File: src/rtl/dbg_scan_port.sv
`timescale 1ns/1ps
module dbg_scan_port #(
  parameter int          ABITS     = 7,
  parameter logic [31:0] ID_VALUE  = 32'h2C5A_E1F3,
  parameter logic [2:0]  IDLE_HINT = 3'd5
) (
  input  logic             tck,
  input  logic             rst_n,
  input  logic             tms,
  input  logic             tdi,
  output logic             tdo,
  output logic             req_valid,
  output logic             req_write,
  output logic [ABITS-1:0] req_addr,
  output logic [31:0]      req_wdata,
  input  logic [31:0]      rsp_rdata,
  input  logic             rsp_ok
);
  localparam int DW = ABITS + 34;
  localparam int LW = $clog2(DW + 1);

  localparam logic [4:0] IR_ID  = 5'h01;
  localparam logic [4:0] IR_CTL = 5'h10;
  localparam logic [4:0] IR_DMI = 5'h11;

  localparam logic [1:0] OP_NOP = 2'd0;
  localparam logic [1:0] OP_RD  = 2'd1;
  localparam logic [1:0] OP_WR  = 2'd2;
  localparam logic [1:0] ST_OK  = 2'd0;
  localparam logic [1:0] ST_ERR = 2'd2;

  typedef enum logic [3:0] {
    TLR, RTI, SEL_DR, CAP_DR, SHF_DR, EX1_DR, PAU_DR, EX2_DR, UPD_DR,
    SEL_IR, CAP_IR, SHF_IR, EX1_IR, PAU_IR, EX2_IR, UPD_IR
  } tap_t;

  tap_t            state_q, state_nxt;
  logic [4:0]      ir_q, ir_sh;
  logic [DW-1:0]   dr_q, dr_nxt, capt, dmi_q;
  logic [LW-1:0]   dr_len;
  logic [31:0]     ctl_word;
  logic            tdo_q;

  always_comb begin
    unique case (state_q)
      TLR:    state_nxt = tms ? TLR    : RTI;
      RTI:    state_nxt = tms ? SEL_DR : RTI;
      SEL_DR: state_nxt = tms ? SEL_IR : CAP_DR;
      CAP_DR: state_nxt = tms ? EX1_DR : SHF_DR;
      SHF_DR: state_nxt = tms ? EX1_DR : SHF_DR;
      EX1_DR: state_nxt = tms ? UPD_DR : PAU_DR;
      PAU_DR: state_nxt = tms ? EX2_DR : PAU_DR;
      EX2_DR: state_nxt = tms ? UPD_DR : SHF_DR;
      UPD_DR: state_nxt = tms ? SEL_DR : RTI;
      SEL_IR: state_nxt = tms ? TLR    : CAP_IR;
      CAP_IR: state_nxt = tms ? EX1_IR : SHF_IR;
      SHF_IR: state_nxt = tms ? EX1_IR : SHF_IR;
      EX1_IR: state_nxt = tms ? UPD_IR : PAU_IR;
      PAU_IR: state_nxt = tms ? EX2_IR : PAU_IR;
      EX2_IR: state_nxt = tms ? UPD_IR : SHF_IR;
      UPD_IR: state_nxt = tms ? SEL_DR : RTI;
      default: state_nxt = TLR;
    endcase
  end

  always_ff @(posedge tck or negedge rst_n)
    if (!rst_n) state_q <= TLR;
    else        state_q <= state_nxt;

  always_ff @(posedge tck or negedge rst_n)
    if (!rst_n)                 ir_q <= IR_ID;
    else if (state_nxt == TLR)  ir_q <= IR_ID;
    else if (state_q == UPD_IR) ir_q <= ir_sh;

  always_ff @(posedge tck or negedge rst_n)
    if (!rst_n)                 ir_sh <= 5'b00001;
    else if (state_q == CAP_IR) ir_sh <= 5'b00001;
    else if (state_q == SHF_IR) ir_sh <= {tdi, ir_sh[4:1]};

  assign ctl_word = {15'b0, 1'b0, 1'b0, IDLE_HINT, dmi_q[1:0], 6'(ABITS), 4'd1};

  always_comb begin
    case (ir_q)
      IR_ID:   begin capt = DW'(ID_VALUE); dr_len = LW'(32); end
      IR_CTL:  begin capt = DW'(ctl_word); dr_len = LW'(32); end
      IR_DMI:  begin capt = dmi_q;         dr_len = LW'(DW); end
      default: begin capt = '0;            dr_len = LW'(1);  end
    endcase
  end

  always_comb begin
    dr_nxt = dr_q >> 1;
    dr_nxt[dr_len - LW'(1)] = tdi;
  end

  always_ff @(posedge tck or negedge rst_n)
    if (!rst_n)                 dr_q <= '0;
    else if (state_q == CAP_DR) dr_q <= capt;
    else if (state_q == SHF_DR) dr_q <= dr_nxt;

  wire       dmi_upd = (state_q == UPD_DR) && (ir_q == IR_DMI);
  wire       ctl_upd = (state_q == UPD_DR) && (ir_q == IR_CTL);
  wire       stuck   = (dmi_q[1:0] == ST_ERR);
  wire [1:0] op_in   = dr_q[1:0];

  assign req_valid = dmi_upd && !stuck && (op_in == OP_RD || op_in == OP_WR);
  assign req_write = (op_in == OP_WR);
  assign req_addr  = dr_q[DW-1:34];
  assign req_wdata = dr_q[33:2];

  always_ff @(posedge tck or negedge rst_n)
    if (!rst_n) dmi_q <= '0;
    else if (dmi_upd && !stuck) begin
      case (op_in)
        OP_NOP:  dmi_q <= {dr_q[DW-1:2], ST_OK};
        OP_RD:   dmi_q <= {dr_q[DW-1:34], rsp_ok ? rsp_rdata : dr_q[33:2], rsp_ok ? ST_OK : ST_ERR};
        OP_WR:   dmi_q <= {dr_q[DW-1:2], rsp_ok ? ST_OK : ST_ERR};
        default: dmi_q <= {dr_q[DW-1:2], ST_ERR};
      endcase
    end else if (ctl_upd && dr_q[16]) dmi_q[1:0] <= ST_OK;

  always_ff @(negedge tck or negedge rst_n)
    if (!rst_n)                 tdo_q <= 1'b0;
    else if (state_q == SHF_IR) tdo_q <= ir_sh[0];
    else if (state_q == SHF_DR) tdo_q <= dr_q[0];
    else                        tdo_q <= 1'b0;

  assign tdo = tdo_q;

  assert_tlr_idcode_R2: assert property (@(posedge tck) disable iff (!rst_n)
    state_q == TLR |-> ir_q == IR_ID);
  assert_ir_change_R3: assert property (@(posedge tck) disable iff (!rst_n)
    !$stable(ir_q) |-> ($past(state_q) == UPD_IR || state_q == TLR));
  assert_tdo_idle_R4: assert property (@(posedge tck) disable iff (!rst_n)
    (state_q != SHF_DR && state_q != SHF_IR) |-> tdo == 1'b0);
  assert_keep_addr_R7: assert property (@(posedge tck) disable iff (!rst_n)
    req_valid |=> dmi_q[DW-1:34] == $past(req_addr));
  assert_read_data_R8: assert property (@(posedge tck) disable iff (!rst_n)
    (req_valid && !req_write && rsp_ok) |=> (dmi_q[33:2] == $past(rsp_rdata) && dmi_q[1:0] == ST_OK));
  assert_write_ok_R9: assert property (@(posedge tck) disable iff (!rst_n)
    (req_valid && req_write && rsp_ok) |=> dmi_q[1:0] == ST_OK);
  assert_fail_status_R10: assert property (@(posedge tck) disable iff (!rst_n)
    (req_valid && !rsp_ok) |=> dmi_q[1:0] == ST_ERR);
  assert_sticky_R10: assert property (@(posedge tck) disable iff (!rst_n)
    (dmi_q[1:0] == ST_ERR && !(state_q == UPD_DR && ir_q == IR_CTL)) |=> dmi_q[1:0] == ST_ERR);
  assert_no_req_stuck_R10: assert property (@(posedge tck) disable iff (!rst_n)
    dmi_q[1:0] == ST_ERR |-> !req_valid);
endmodule

File: config.mk
export PLATFORM = sky130hd
export DESIGN_NAME = dbg_scan_port
export DESIGN_NICKNAME = d
export VERILOG_FILES = /design/src/rtl/dbg_scan_port.sv
export SDC_FILE = /design/constraint.sdc
export NUM_CORES = 1
export LEC_CHECK = 0
export ABC_AREA = 1
export BUFFER_PORTS_ARGS = -buffer_cell sky130_fd_sc_hd__buf_2
export CAP_MARGIN = 20
export CORE_UTILIZATION = 57
export CTS_BUF_LIST = sky130_fd_sc_hd__clkbuf_8 sky130_fd_sc_hd__clkbuf_16
export DETAILED_ROUTE_END_ITERATION = 8
export PLACE_DENSITY_LB_ADDON = 0.2
export REMOVE_ABC_BUFFERS = 1
export SETUP_SLACK_MARGIN = 0.5
export SYNTH_ARGS = -nofsm -noshare
export SYNTH_HDL_FRONTEND = slang
export SYNTH_SLANG_ARGS = --single-unit
File: constraint.sdc
create_clock -name tck -period 2.1 [get_ports tck]
set_input_delay 0.21 -clock tck [delete_from_list [all_inputs] [get_ports tck]]
set_output_delay 0.21 -clock tck [all_outputs]
set_load 0.05 [all_outputs]
Yosys cells after proc, flatten, opt, wreduce, memory -nomap -nowiden
Cells that the tools add are included.
- register bits: 97
- input bits: 37
- output and inout bits: 42
- logic and storage cells: 81
- add/sub/neg operators: 1
- $lt $le $gt $ge: 2
- equal/unequal tests: 21
- multiplexer cells: 31
- reductions and logical operators: 19
- operators by type and width (cell ; count):
    one-hot mux 41 bit (3 select lines) ; 1
    one-hot mux 34 bit (3 select lines) ; 1
    two-way mux 41 bit ; 2
    one-hot mux 4 bit (12 select lines) ; 1
    bitwise mux 41 bit ; 1
    equality test 4 bit, second input constant ; 8
    two-way mux 32 bit ; 1
    two-way mux 5 bit ; 4
    equality test 4 x 3 -> 1 bit, second input constant ; 4
    two-way mux 4 bit ; 4
    two-way mux 2 bit ; 6
    one-hot mux 6 bit (2 select lines) ; 1
    equality test 5 bit, second input constant ; 2
    equality test 4 x 2 -> 1 bit, second input constant ; 2
    zero test 4 bit ; 2
    nonzero test 2 bit ; 4
    < comparator 6 x 7 -> 1 bit, second input constant ; 1
    demux 1 bit (select 6 bit) ; 1
    >= comparator 6 x 1 -> 1 bit, second input constant ; 1
    logical AND 1 bit ; 6
    two-way mux 1 bit ; 6
    two-way mux 3 bit ; 2
    OR reduction 2 bit ; 3
    subtractor 6 x 1 -> 6 bit, second input constant ; 1
    other kinds (8) ; 9

Depth between registers and ports, before layout
Gate-level depths: netlist of run 1.
- depth in word-level cells: 11
- depth in mapped cells: 10
- mapped depth without buffers: 10

==> flow_metrics.env, run 1 <==
export IMPL_status="finished with violations"
export IMPL_violations="setup timing"
export IMPL_syn_avg_cell_area_um2=7.94
export IMPL_die_h_um=95.3
export IMPL_via_per_inst=7.21
export IMPL_drt_pre_antenna_iters=6
export IMPL_cp_end_kind="output pin"
export IMPL_dp_cells=757
export IMPL_arrival_ns=2.01
export IMPL_coreArea_um2=8300
export IMPL_pin_count=79
export IMPL_cp_start_kind="flop"
export IMPL_max_stage_delay_ns=0.44
export IMPL_finalHoldViolations=0
export IMPL_n_antenna_cell=0
export IMPL_yosys_warnings=0
export IMPL_grt_pass1_wl_mm=25.4
export IMPL_dieArea_um2=9070
export IMPL_wl_per_cell_um=30.1
export IMPL_wl_mm=25.4
export IMPL_p_leak_nw=3.70
export IMPL_drt_iter0_markers=749
export IMPL_ys_types=31
export IMPL_rows=33
export IMPL_root_buffer="clkbuf_8"
export IMPL_crit_chain="buf_6"
export IMPL_grt_max_degree=96
export IMPL_grt_usage_pct=38.0
export IMPL_first_global_vias=4962
export IMPL_start_util_pct=59.7
export IMPL_nets=774
export IMPL_slew_headroom_pct=49.0
export IMPL_synth_cells=624
export IMPL_power_w=0.0117
export IMPL_crit_slowest_cell="dfrtn_1"
export IMPL_hpwl_mm=8.15
export IMPL_period_share_pct=106
export IMPL_ys_seq_area_share_pct=48.5
export IMPL_grt_antenna_before_repair=3
export IMPL_grt_setup_unrepaired="true"
export IMPL_path_class="reg2out"
export IMPL_fmax_mhz=451
export IMPL_fill_cells=235
export IMPL_max_cap_viol_count=0
export IMPL_drive_above_1_share_pct=58.1
export IMPL_synth_seq_cells=96
export IMPL_clk_latency_ns=0.39
export IMPL_clkTransAtPathRegs_ns=0.11
export IMPL_cts_buffers=9
export IMPL_hold_path_class="in2reg"
export IMPL_cts_tree="yes"
export IMPL_path_buf_inv=1
export IMPL_cts_max_level=3
export IMPL_syn_to_final_growth_pct=57.6
export IMPL_cts_buffer_depth=2
export IMPL_finalNonFillerCells=843
export IMPL_cp_top_family="flip-flops"
export IMPL_route_detailed_drc=0
export IMPL_cellPowerDensity_nw_per_um2=1500
export IMPL_grt_overflow=0
export IMPL_finalSetupViolCount=3
export IMPL_vias=6074
export IMPL_die_width_um=95.3
export IMPL_peakVddDrop_mv=1.34
export IMPL_place_gp_congestion=0.940
export IMPL_slew_violations=0
export IMPL_clock_skew_ns=0.0364
export IMPL_required_ns=1.89
export IMPL_finalSetupTns_ns=-0.325
export IMPL_period_minus_slack_ns=2.22
export IMPL_worst_slack_ns=-0.124
export IMPL_synth_area_um2=4960
export IMPL_cts_sinks=96
export IMPL_dpl_worst_slack_ns=0.0737
export IMPL_ant_nets=0
export IMPL_tightest_slew_ns=0.758
export IMPL_cp_max_fo=1
export IMPL_io_buffers=78
-- worst register-to-register path: stages (launching register included) --
cell and delay [ns]:
dfrtp_2 0.47, buf_6 0.14, buf_6 0.10, buf_6 0.12, nor2_4 0.13, nand2_4 0.12, buf_6 0.15, nand2_8 0.09
buf_6 0.12, buf_12 0.16, buf_6 0.13, nor2_4 0.03, a21oi_2 0.32
-- stage by stage --
stage                     utilization [%]  hold WS [ns]  cell area (µm²)
after global routing                 94.2        0.0972             7810
after floorplan                         -       -0.0856             4510
after detailed placement             62.9         0.339             5220
after global placement               62.9         0.341             5220
after CTS                            79.8         0.103             6620
final                                94.2        0.0770             7810
-- routing by layer --
layer  track usage, %  vias up  routed length [µm]
met4             18.6        4                2410
met2             61.7      681               11100
li1                 -     2246                   -
met5                0        -                  27
met1             48.6     2858                7870
met3             7.42      285                3980
-- layout by cell type (no fill, tap or decap), types with 20 or more instances in the layout --
master / synthesis / final
dfrtp_1: 93 / 92
a21oi_2: 0 / 81
buf_2: 9 / 74
nand2_1: 113 / 73
nor2_4: 1 / 58
inv_1: 41 / 33
buf_6: 3 / 30
buf_4: 39 / 30
nor2_1: 87 / 24
nand2_4: 0 / 23
o21ai_0: 50 / 23
o21ai_2: 0 / 20
-- power breakdown --
group          total (W)  switching [W]  internal [W]
clock            0.00135       0.000759      0.000589
combinational    0.00726        0.00495       0.00230
sequential       0.00310       0.000753       0.00234
total             0.0117        0.00647       0.00524
-- layout make-up --
cell class,count,area (µm²),area share [%]
Timing Repair inverter,1,30.0,0.384
Clock buffer,10,138,1.76
Clock inverter,6,65.1,0.833
Multi-Input combinational cell,412,3200,41.0
Sequential cell,96,2410,30.8
Tap cell,105,131,1.68
Inverter,45,181,2.32
Timing Repair Buffer,168,1660,21.2
-- flip-flops by register name (all words and copies together) (netlist names) --
name	count
state_q	4
ir_q	5
dr_q	41
tdo	1
dmi_q	40
ir_sh	5
-- worst paths after layout --
kind	endpoint	cells after the start	slack (ns)	start
max in group asynchronous	tdo$_DFF_NN0_	2	0.81	rst_n
min in group asynchronous	dmi_q[37]$_DFFE_PN0P_	3	0.49	rst_n
min	dmi_q[15]$_DFFE_PN0P_	3	0.08	rsp_rdata[13]
max	tdo	1	-0.12	tdo$_DFF_NN0_
max reg2reg	dr_q[11]$_DFFE_PN0P_	12	-0.12	state_q[2]$_DFF_PN0_
min reg2reg	dmi_q[39]$_DFFE_PN0P_	2	0.55	dmi_q[39]$_DFFE_PN0P_
-- Yosys cell counts --
cell	instances	area, µm²
buf_4	39	293
o22ai_1	6	37.5
o21bai_1	1	7.51
ha_1	4	50.1
nand2_1	113	424
clkbuf_1	17	63.8
o211ai_1	12	90.1
nand3_1	17	85.1
nor2_1	87	327
buf_6	3	33.8
nor3_1	1	5.00
buf_2	9	45.0
inv_2	4	15.0
nand4_1	2	12.5
mux2i_1	2	20.0
a31oi_1	4	25.0
o21ai_0	50	250
o21ai_1	4	20.0
dfstp_2	2	52.6
nor2_2	1	6.26
nor3_4	1	16.3
a21oi_1	98	490
o2111ai_1	1	8.76
buf_1	3	11.3
nor2_4	1	11.3
and2_1	1	6.26
a22oi_1	5	37.5
dfrtn_1	1	25.0
or2_1	1	6.26
inv_1	41	154
dfrtp_1	93	2330
-- cells by family (layout without fill, tap and decap cells) --
group	after synthesis	in the layout	synth area share [%]
buf+inv	116	230	12.4
mux	2	2	0.404
flops	96	96	48.5
fa+ha+maj	4	4	1.01
simple gates	225	225	18.1
compound gates	181	181	19.5
-- timing repair --
| action | in CTS | in global routing |
|---|---|---|
| endpoints found under the hold margin | 93 | 0 |
| hold buffers | 1 | 0 |
| gates cloned | 11 | 5 |
| gates resized for setup | 223 | 222 |
| pin swaps | 34 | 60 |
| setup buffers | 26 | 27 |
| endpoints found under the setup margin | 89 | 88 |
Note: power is estimated with default switching activity, not from simulation.
==> run 2, diff against run 1 <==
GPL_TIMING_DRIVEN = 0   (was not set)
SETUP_SLACK_MARGIN = not set   (was 0.5)
==> run 2 against run 1 <==
Count of clock-buffer cells in the layout grew 1. Clock skew shrank 0.019 ns. Die area is the same. Hold slack gained 0.033 ns. Combinational power shrank 34%. The run still ends with setup timing left. Sequential power shrank 8.4%. Critical path depth is the same. Clock power shrank 12%. Register-to-register slack gained 0.15 ns. Non-clock buffer count shrank 56. Total power shrank 25%.
==> flow_metrics.env, run 2 (same netlist as run 1, synthesis figures left out) <==
export IMPL_status="finished with violations"
export IMPL_violations="setup timing"
export IMPL_worstReg2RegEnd="tdo$_DFF_NN0_"
export IMPL_die_width_um=95.3
export IMPL_io_buffers=78
export IMPL_arrival_ns=1.95
export IMPL_path_class="reg2out"
export IMPL_dieArea_um2=9070
export IMPL_via_per_inst=5.87
export IMPL_required_ns=1.89
export IMPL_cp_end_kind="output pin"
export IMPL_regMostFlops="dr_q"
export IMPL_p_leak_nw=2.85
export IMPL_first_global_vias=4147
export IMPL_crit_slowest_cell="dfrtn_1"
export IMPL_route_detailed_drc=0
export IMPL_n_antenna_cell=0
export IMPL_drt_pre_antenna_iters=5
export IMPL_place_gp_congestion=0.903
export IMPL_slew_violations=0
export IMPL_hpwl_mm=7.64
export IMPL_max_stage_delay_ns=0.40
export IMPL_path_buf_inv=1
export IMPL_min_from="rsp_rdata[5]"
export IMPL_cts_max_level=3
export IMPL_cellPowerDensity_nw_per_um2=1530
export IMPL_dpl_worst_slack_ns=-1.03
export IMPL_start_util_pct=59.7
export IMPL_cts_sinks=96
export IMPL_largest_reg_flops=41
export IMPL_wl_per_cell_um=17.0
export IMPL_tightest_slew_ns=0.849
export IMPL_rrSetupSlack_ns=0.03
export IMPL_pin_count=79
export IMPL_root_buffer="clkbuf_8"
export IMPL_finalSetupViolCount=1
export IMPL_peakVddDrop_mv=0.990
export IMPL_final_common_cell="nand2_1"
export IMPL_cp_start_kind="flop"
export IMPL_ant_nets=0
export IMPL_dp_cells=741
export IMPL_final_cell_mix="nand2_1, a21oi_1, dfrtp_1"
export IMPL_reg_top3="dr_q x41, dmi_q x40"
export IMPL_clkTransAtPathRegs_ns=0.10
export IMPL_min_path_cells=3
export IMPL_finalNonFillerCells=790
export IMPL_reg2reg_from="state_q[2]$_DFF_PN0_"
export IMPL_syn_to_final_growth_pct=16.6
export IMPL_cts_tree="yes"
export IMPL_cts_buffer_depth=2
export IMPL_vias=4634
export IMPL_whs_endpoint="dmi_q[7]$_DFFE_PN0P_"
export IMPL_grt_usage_pct=29.6
export IMPL_drt_iter0_markers=331
export IMPL_grt_antenna_before_repair=0
export IMPL_grt_pass1_wl_mm=20.4
export IMPL_clk_latency_ns=0.36
export IMPL_crit_chain="buf_6"
export IMPL_drive_above_1_share_pct=24.2
export IMPL_grt_max_degree=54
export IMPL_grt_setup_unrepaired="true"
export IMPL_clock_skew_ns=0.0178
export IMPL_cp_top_family="flip-flops"
export IMPL_finalHoldViolations=0
export IMPL_slew_headroom_pct=43.4
export IMPL_fill_cells=684
export IMPL_worst_slack_ns=-0.0577
export IMPL_wl_mm=13.4
export IMPL_cts_buffers=9
export IMPL_hold_path_class="in2reg"
export IMPL_coreArea_um2=8300
export IMPL_rows=33
export IMPL_nets=721
export IMPL_cp_max_fo=1
export IMPL_die_h_um=95.3
export IMPL_max_cap_viol_count=0
export IMPL_grt_overflow=0
export IMPL_r2r_cells=5
-- run 2: changes by cell type in the layout (fill, tap and decap cells not counted), moves of 19 or more --
cell and delta:
buf_6 -26, nand2_1 +35, o21ai_0 +27, o21ai_2 -19, a21oi_1 +89, nor2_4 -51
nand2_4 -21, a21oi_2 -81, nor2_1 +56
-- run 2: cell type report --
class / instances / area [µm²] / share of cell area, %
Sequential cell: 96 / 2410 / 41.7
Multi-Input combinational cell: 415 / 2090 / 36.2
Timing Repair Buffer: 112 / 746 / 12.9
Inverter: 45 / 200 / 3.46
Clock buffer: 11 / 151 / 2.62
Tap cell: 105 / 131 / 2.27
Clock inverter: 5 / 40.0 / 0.693
Timing Repair inverter: 1 / 7.51 / 0.130
-- run 2: routing by layer --
metal / up-vias / wire length [µm] / track usage [%]
met5: - / 0 / 0
met4: 0 / 276 / 9.97
met3: 28 / 1060 / 5.02
met2: 246 / 6500 / 46.0
met1: 2228 / 5600 / 42.1
li1: 2132 / - / -
-- run 2: how the worst max path moves through the flow --
stage | startpoint | depth (start not counted) | end | slack (ns)
after floorplan | ir_q[4]$_DFFE_PN0P_ | 5 | req_valid | -0.79
after global placement | state_q[2]$_DFF_PN0_ | 6 | dr_q[31]$_DFFE_PN0P_ | -1.97
after detailed placement | state_q[1]$_DFF_PN0_ | 6 | dr_q[31]$_DFFE_PN0P_ | -1.03
after CTS | tdo$_DFF_NN0_ | 1 | tdo | -0.07
after global routing | tdo$_DFF_NN0_ | 1 | tdo | -0.1
final | tdo$_DFF_NN0_ | 1 | tdo | -0.06
-- run 2: repair_timing --
action | CTS | global route
pin swaps | 6 | 7
buffers inserted | 12 | 16
cloned | 1 | 3
endpoints found under the hold margin | 43 | 0
setup endpoints to repair | 83 | 44
hold buffers | 1 | 0
resized for setup | 33 | 16
-- run 2: power breakdown --
part	switching, W	internal, W	total [W]
logic	0.00345	0.00134	0.00479
clock network	0.000687	0.000502	0.00119
registers	0.000483	0.00235	0.00284
total	0.00462	0.00420	0.00881
-- run 2: stage by stage --
stage / cell area (µm²) / hold slack (ns) / util, % / total power, W / setup TNS (ns)
after global placement: 5030 / 0.467 / 60.6 / 0.00681 / -123.59
final: 5780 / 0.110 / 69.6 / 0.00881 / -0.0577
after CTS: 5580 / 0.105 / 67.2 / 0.00845 / -0.132
after global routing: 5780 / 0.0958 / 69.6 / 0.00933 / -0.158
after detailed placement: 5170 / 0.247 / 62.2 / 0.00701 / -47.45
after floorplan: 4510 / -0.0856 / - / 0.00580 / -20.88
